## config.mk

```make
export PLATFORM = sky130hd
export DESIGN_NAME = pwm_stream_chan
export DESIGN_NICKNAME = d
export VERILOG_FILES = /design/src/rtl/pwm_stream_pkg.sv /design/src/rtl/pwm_word_unpack.sv /design/src/rtl/pwm_tick_sel.sv /design/src/rtl/pwm_shadow.sv /design/src/rtl/pwm_core.sv /design/src/rtl/pwm_stream_chan.sv
export SDC_FILE = /design/constraint.sdc
export NUM_CORES = 1
export LEC_CHECK = 0
export ABC_AREA = 1
export BUFFER_PORTS_ARGS = -buffer_cell sky130_fd_sc_hd__buf_4
export CELL_PAD_IN_SITES_DETAIL_PLACEMENT = 1
export CELL_PAD_IN_SITES_GLOBAL_PLACEMENT = 2
export CORE_MARGIN = 1.5
export CORE_UTILIZATION = 35
export DETAILED_ROUTE_END_ITERATION = 10
export GPL_ROUTABILITY_DRIVEN = 0
export HOLD_SLACK_MARGIN = 0.05
export PLACE_DENSITY = 0.88
export SKIP_LAST_GASP = 1
export SYNTH_ARGS = -nofsm -noshare
export SYNTH_HDL_FRONTEND = slang
export SYNTH_SLANG_ARGS = --single-unit
```

## constraint.sdc

```tcl
create_clock -name clk_i -period 3.3 [get_ports clk_i]
set_clock_uncertainty 0.2 [all_clocks]
set_input_delay 0.165 -clock clk_i [delete_from_list [all_inputs] [get_ports clk_i]]
set_output_delay 0.165 -clock clk_i [all_outputs]
set_load 0.01 [all_outputs]
```

## src/rtl/pwm_stream_pkg.sv

```systemverilog
package pwm_stream_pkg;
  localparam int unsigned PER_W  = 24;
  localparam int unsigned DUTY_W = 24;
  localparam int unsigned SEL_W  = 5;
  localparam int unsigned WORD_W = PER_W + DUTY_W + SEL_W;
  localparam int unsigned CMP_W  = (PER_W > DUTY_W) ? PER_W : DUTY_W;

  typedef struct packed {
    logic [SEL_W-1:0]  clk_sel;
    logic [DUTY_W-1:0] duty;
    logic [PER_W-1:0]  period;
  } pwm_cfg_t;
endpackage

```

## src/rtl/pwm_word_unpack.sv

```systemverilog
module pwm_word_unpack
  import pwm_stream_pkg::*;
(
  input  logic [WORD_W-1:0] word_i,
  output pwm_cfg_t          cfg_o
);
  localparam int unsigned DUTY_LSB = PER_W;
  localparam int unsigned SEL_LSB  = PER_W + DUTY_W;

  always_comb begin
    cfg_o.period  = word_i[PER_W-1:0];
    cfg_o.duty    = word_i[DUTY_LSB +: DUTY_W];
    cfg_o.clk_sel = word_i[SEL_LSB +: SEL_W];
  end
endmodule

```

## src/rtl/pwm_tick_sel.sv

```systemverilog
module pwm_tick_sel
  import pwm_stream_pkg::*;
#(
  parameter int unsigned NUM_TICKS = 4
) (
  input  logic [NUM_TICKS-1:0] tick_en_i,
  input  logic [SEL_W-1:0]     sel_i,
  output logic                 tick_o
);
  logic [NUM_TICKS-1:0] hit;
  logic                 in_range;

  for (genvar g = 0; g < NUM_TICKS; g++) begin : g_hit
    assign hit[g] = (sel_i == SEL_W'(g)) & tick_en_i[g];
  end

  assign in_range = ({1'b0, sel_i} < (SEL_W+1)'(NUM_TICKS));
  // out-of-range selects fall back to source 0
  assign tick_o   = in_range ? (|hit) : tick_en_i[0];
endmodule

```

## src/rtl/pwm_shadow.sv

```systemverilog
module pwm_shadow
  import pwm_stream_pkg::*;
(
  input  logic     clk_i,
  input  logic     rst_ni,
  input  logic     en_i,
  input  logic     valid_i,
  input  pwm_cfg_t cfg_i,
  input  logic     running_i,
  input  logic     boundary_i,
  output logic     load_o,
  output pwm_cfg_t load_cfg_o
);
  pwm_cfg_t shadow_q;
  logic     pending_q;
  logic     first_load;
  logic     bnd_load;

  assign first_load = en_i & valid_i & ~running_i;
  assign bnd_load   = en_i & boundary_i & (valid_i | pending_q);
  assign load_o     = first_load | bnd_load;
  // a word arriving in the load cycle bypasses the shadow
  assign load_cfg_o = valid_i ? cfg_i : shadow_q;

  always_ff @(posedge clk_i or negedge rst_ni) begin
    if (!rst_ni) begin
      shadow_q  <= '0;
      pending_q <= 1'b0;
    end else if (!en_i) begin
      pending_q <= 1'b0;
    end else if (load_o) begin
      pending_q <= 1'b0;
    end else if (valid_i) begin
      shadow_q  <= cfg_i;
      pending_q <= 1'b1;
    end
  end
endmodule

```

## src/rtl/pwm_core.sv

```systemverilog
module pwm_core
  import pwm_stream_pkg::*;
(
  input  logic             clk_i,
  input  logic             rst_ni,
  input  logic             en_i,
  input  logic             load_i,
  input  pwm_cfg_t         load_cfg_i,
  input  logic             tick_i,
  output pwm_cfg_t         act_o,
  output logic [PER_W-1:0] cnt_o,
  output logic             running_o,
  output logic             boundary_o,
  output logic             pwm_o
);
  pwm_cfg_t         act_q;
  logic [PER_W-1:0] cnt_q;
  logic             run_q;
  logic             per_zero;
  logic             at_last;

  assign per_zero   = (act_q.period == '0);
  assign at_last    = (cnt_q == act_q.period - PER_W'(1));
  assign boundary_o = run_q & tick_i & (per_zero | at_last);

  always_ff @(posedge clk_i or negedge rst_ni) begin
    if (!rst_ni) begin
      act_q <= '0;
      cnt_q <= '0;
      run_q <= 1'b0;
    end else if (!en_i) begin
      act_q <= '0;
      cnt_q <= '0;
      run_q <= 1'b0;
    end else begin
      if (load_i) begin
        act_q <= load_cfg_i;
        run_q <= 1'b1;
      end
      if (load_i || boundary_o) cnt_q <= '0;
      else if (run_q && tick_i && !per_zero) cnt_q <= cnt_q + PER_W'(1);
    end
  end

  assign pwm_o     = run_q & ~per_zero & (CMP_W'(cnt_q) < CMP_W'(act_q.duty));
  assign act_o     = act_q;
  assign cnt_o     = cnt_q;
  assign running_o = run_q;
endmodule

```

## src/rtl/pwm_stream_chan.sv

```systemverilog
module pwm_stream_chan
  import pwm_stream_pkg::*;
#(
  parameter int unsigned NUM_TICKS = 4
) (
  input  logic                 clk_i,
  input  logic                 rst_ni,
  input  logic                 en_i,
  input  logic                 word_valid_i,
  input  logic [WORD_W-1:0]    word_i,
  input  logic [NUM_TICKS-1:0] tick_en_i,
  output logic                 pwm_o
);
  pwm_cfg_t          in_cfg;
  pwm_cfg_t          load_cfg;
  pwm_cfg_t          act_cfg;
  logic              load;
  logic              sel_tick;
  logic              running;
  logic              boundary;
  logic [PER_W-1:0]  cnt;
  logic [PER_W-1:0]  act_period;
  logic [DUTY_W-1:0] act_duty;
  logic [SEL_W-1:0]  act_sel;

  pwm_word_unpack u_unpack (
    .word_i (word_i),
    .cfg_o  (in_cfg)
  );

  pwm_shadow u_shadow (
    .clk_i      (clk_i),
    .rst_ni     (rst_ni),
    .en_i       (en_i),
    .valid_i    (word_valid_i),
    .cfg_i      (in_cfg),
    .running_i  (running),
    .boundary_i (boundary),
    .load_o     (load),
    .load_cfg_o (load_cfg)
  );

  pwm_tick_sel #(.NUM_TICKS(NUM_TICKS)) u_tick_sel (
    .tick_en_i (tick_en_i),
    .sel_i     (act_sel),
    .tick_o    (sel_tick)
  );

  pwm_core u_core (
    .clk_i      (clk_i),
    .rst_ni     (rst_ni),
    .en_i       (en_i),
    .load_i     (load),
    .load_cfg_i (load_cfg),
    .tick_i     (sel_tick),
    .act_o      (act_cfg),
    .cnt_o      (cnt),
    .running_o  (running),
    .boundary_o (boundary),
    .pwm_o      (pwm_o)
  );

  assign act_period = act_cfg.period;
  assign act_duty   = act_cfg.duty;
  assign act_sel    = act_cfg.clk_sel;
endmodule

```

==> PnR_summary.wiki <==
{| class="wikitable"
! Metric !! Value
|-
| Detailed Place HPWL || 17,700 um
|-
| Startpoint kind of the worst setup timing path || flip-flop
|-
| Critical register-to-register path startpoint || u_core.act_o[5]
|-
| Total count of max-transition violations in the final report || 0
|-
| Via count of the first global-routing pass || 8,001
|-
| Worst vdd ir || 0.373 mV
|-
| GRT Overall Usage || 0.226
|-
| Final Hold Violating Endpoints || 0
|-
| Wire length of the first global-routing pass || 43,100 um
|-
| Total clock sinks || 132
|-
| Ratio of cells with drive above 1 in the final layout || 0.172
|-
| Pre-antenna DRT Iters || 5
|-
| Master of the slowest instance on the critical path || dfrtp_1
|-
| Unrepaired setup endpoints after global routing || no
|-
| Cell count after synthesis || 1,069
|-
| Power density of the placed cells || 516 nW/um^2
|-
| Layout-stage area growth over the synthesis result || 24.4%
|-
| End-of-flow core utilization || 0.441
|-
| Cell Chain, Critical Path || nor2_2 > nand2_1 > nor2_4 > nand2_1 > o21ai_1 > nand2_1 > nor2_1 > nand2_1 > nor2_1 > nand3_1 > nand2_1 > nand2_2 > nand2_4 > nand2_8 > buf_12 > nand3_1 > nand2_1
|-
| # DRC || 0
|-
| Port Buffers || 61
|-
| Largest incremental delay on the critical path || 510 ps
|-
| Share of the clock period used by the worst path || 0.922
|-
| Post-CTS Setup Repair Bufs || 0
|-
| Number of top-level pins || 62
|-
| Worst setup path category || reg2reg
|-
| Data required time at the worst endpoint || 3410 ps
|-
| Antenna diode count || 0
|-
| Minimum setup slack among reg-to-reg paths || 260 ps
|-
| Average detailed-routed wire length per instance || 17.5 um
|-
| Count of state elements after synthesis || 132
|-
| # setup viols final || 0
|-
| Drt via density || 5.09
|-
| Crit. End Element || flip-flop
|-
| Buffer cell driving the clock tree root || clkbuf_16
|-
| Die X || 157 um
|-
| Static leakage || 5.12 nW
|-
| Syn Nets || 1,156
|-
| Top_reg_cell synth || dfrtp_1
|-
| Portion of the post-synthesis area used by sequential elements || 0.399
|-
| Maximum buffer depth of the clock tree || 2
|-
| Max-capacitance violation count || 0
|-
| Die height || 157 um
|-
| Total length of routed wires || 26,300 um
|-
| Starting utilization of the core area || 0.355
|-
| Total power || 5.31 mW
|-
| Critical Path AT || 3160 ps
|-
| Clock insertion delay at the later pin of the skew report || 440 ps
|-
| Normalized max-slew margin || 0.490
|-
| Critical register-to-register path endpoint || u_core.act_o[36]
|-
| Maximum number of pins on one net before global-route repair || 68
|-
| Worst path most repeated cell || nand2_1
|-
| Number of H-tree levels || 4
|-
| Synthesized area per cell || 7.75 sq um
|-
| TritonCTS Buffers || 17
|-
| Clock Pin Slew Worst Setup and Hold Paths || 70 ps
|-
| Min Tclk post-route || 3040 ps
|-
| Number of antenna violations at the first check in global routing || 0
|-
| Total of warnings raised by yosys || 0
|-
| Die ar. || 24,600 sq um
|-
| Post-synth design cell area || 8280 sq um
|-
| Antenna Nets Post-Route || 0
|-
| Total overflow reported by the global router || 0
|-
| Slew at the pin closest to its max-slew limit || 765 ps
|-
| Std-Cell Rows || 56
|-
| Core Area || 23,300 sq um
|-
| Maximum fanout along the worst path || 38
|-
| Post-synth ARST share || 1.00
|-
| EDFF count, synth || 0
|-
| Number of DRC violations after detailed-routing iteration 0 || 319
|-
| Final Net Count || 1,258
|-
| CTS tree || yes
|-
| Post-Route Setup TNS || 0 ps
|-
| Cell count of the worst reg-to-reg path || 17
|-
| Status || finished, final reports clean
|-
| Worst hold-check path type || in2async
|-
| Number of vias in the routed layout || 7,648
|-
| Max Fclk || 0.329 GHz
|-
| Number of distinct standard cells referenced by the synthesized netlist || 37
|-
| Hold slack || 58.2 ps
|}
-- state kept, by name, summed over array words and instances (netlist names) --
register	cells
u_core.act_o	53
u_shadow.shadow_q	53
u_core.cnt_o	24
u_core.running_o	1
u_shadow.pending_q	1
-- cell usage in the layout, fill, tap and decap left out, types with 3 or more instances in the layout --
master         count
nand2_1          305
nand3_1          187
dfrtp_1          132
nor2_1            86
inv_1             81
buf_4             71
dlygate4sd3_1     55
mux2_2            53
xor2_1            25
ha_1              25
nand3_2           19
clkbuf_16         17
a21oi_1           14
xnor2_1           13
nand4_1           13
nor3_1            11
nor2_2             7
nor4_1             6
o21ai_0            6
nand3b_1           5
buf_12             5
nor2_4             4
bufinv_16          4
or2_2              3
nand2_2            3
clkinv_4           3
buf_6              3
-- synthesized netlist by cell type, types with 2 or more instances --
cell | instances | share of area
a211oi_1 | 2 | 0.0018
a21oi_1 | 14 | 0.0085
buf_1 | 9 | 0.0041
buf_2 | 19 | 0.011
buf_6 | 6 | 0.0082
clkbuf_1 | 17 | 0.0077
dfrtp_1 | 132 | 0.40
ha_1 | 26 | 0.039
inv_1 | 81 | 0.037
mux2_2 | 53 | 0.072
nand2_1 | 305 | 0.14
nand2_2 | 3 | 0.0023
nand2_4 | 2 | 0.0027
nand3_1 | 188 | 0.11
nand3_2 | 18 | 0.022
nand3b_1 | 5 | 0.0045
nand4_1 | 13 | 0.0098
nor2_1 | 88 | 0.040
nor2_2 | 7 | 0.0053
nor2_4 | 2 | 0.0027
nor3_1 | 11 | 0.0066
nor4_1 | 6 | 0.0045
o2111ai_1 | 2 | 0.0021
o211ai_1 | 2 | 0.0018
o21ai_0 | 6 | 0.0036
o21ai_1 | 2 | 0.0012
o22ai_1 | 2 | 0.0015
or2_2 | 3 | 0.0023
xnor2_1 | 13 | 0.014
xor2_1 | 25 | 0.026
-- kinds of logic (layout without fill, tap and decap cells) --
kind of cell	Yosys count	after routing	synth area share
xor+xnor	39	39	0.0422
fa+ha+maj	26	26	0.0393
flops	132	132	0.399
compound gates	33	33	0.0233
mux	53	53	0.0721
buf+inv	134	249	0.0691
simple gates	652	652	0.355
-- worst max-delay path: cells and delay by family (launching register included) --
family / cells / cell delay (ps)
AOI/OAI and AO/OA: 1 / 200
buffers and inverters: 1 / 210
DFF: 1 / 510
and+or+nand+nor: 15 / 1820
-- cell type report --
class,instances,area [sq um]
Timing Repair Buffer,134,1220
Inverter,83,312
Tap cell,319,399
Fill cell,2803,13000
Sequential cell,132,3300
Multi-Input combinational cell,803,4440
Clock buffer,18,429
Clock inverter,14,200
-- metrics by stage --
step                cells  worst slack [ps]  area (sq um)
finish               1503               256         10300
global route         1503              33.0         10300
CTS                  1503               109         10300
detailed placement   1416               131          9080
global placement     1416               261          9080
floorplan            1069               656          8280
-- power by group --
group          leakage, nW  switching (mW)  internal, mW  total, mW
sequential            1.74           0.116          1.79       1.90
clock                0.303           0.821          1.28       2.10
combinational         3.08           0.805         0.510       1.32
-- layer usage --
layer  up-vias  GRT usage  part of all wire
met2       119      0.372              0.47
met3        43     0.0260             0.021
met1      3783      0.308              0.48
met5         -          0                 0
met4         0     0.0757             0.024
li1       3703          -                 -
-- worst max-delay path by stage --
stage	startpoint	to	slack [ps]
after floorplan	u_core.act_o[0]	u_core.act_o[13]	660
after detailed placement	u_core.act_o[0]	u_shadow.shadow_q[37]	130
after global routing	u_core.act_o[0]	u_core.act_o[20]	30
after global placement	u_core.act_o[0]	u_shadow.shadow_q[52]	260
final	u_core.act_o[5]	u_core.act_o[36]	260
after CTS	u_core.act_o[0]	u_shadow.shadow_q[37]	110
-- repair_timing --
item,4_1_cts,5_1_grt
resized for setup,0,8
hold buffers,55,0
endpoints found under the hold margin,240,0
setup endpoints to repair,0,95
(Power assumes the default switching activity.)
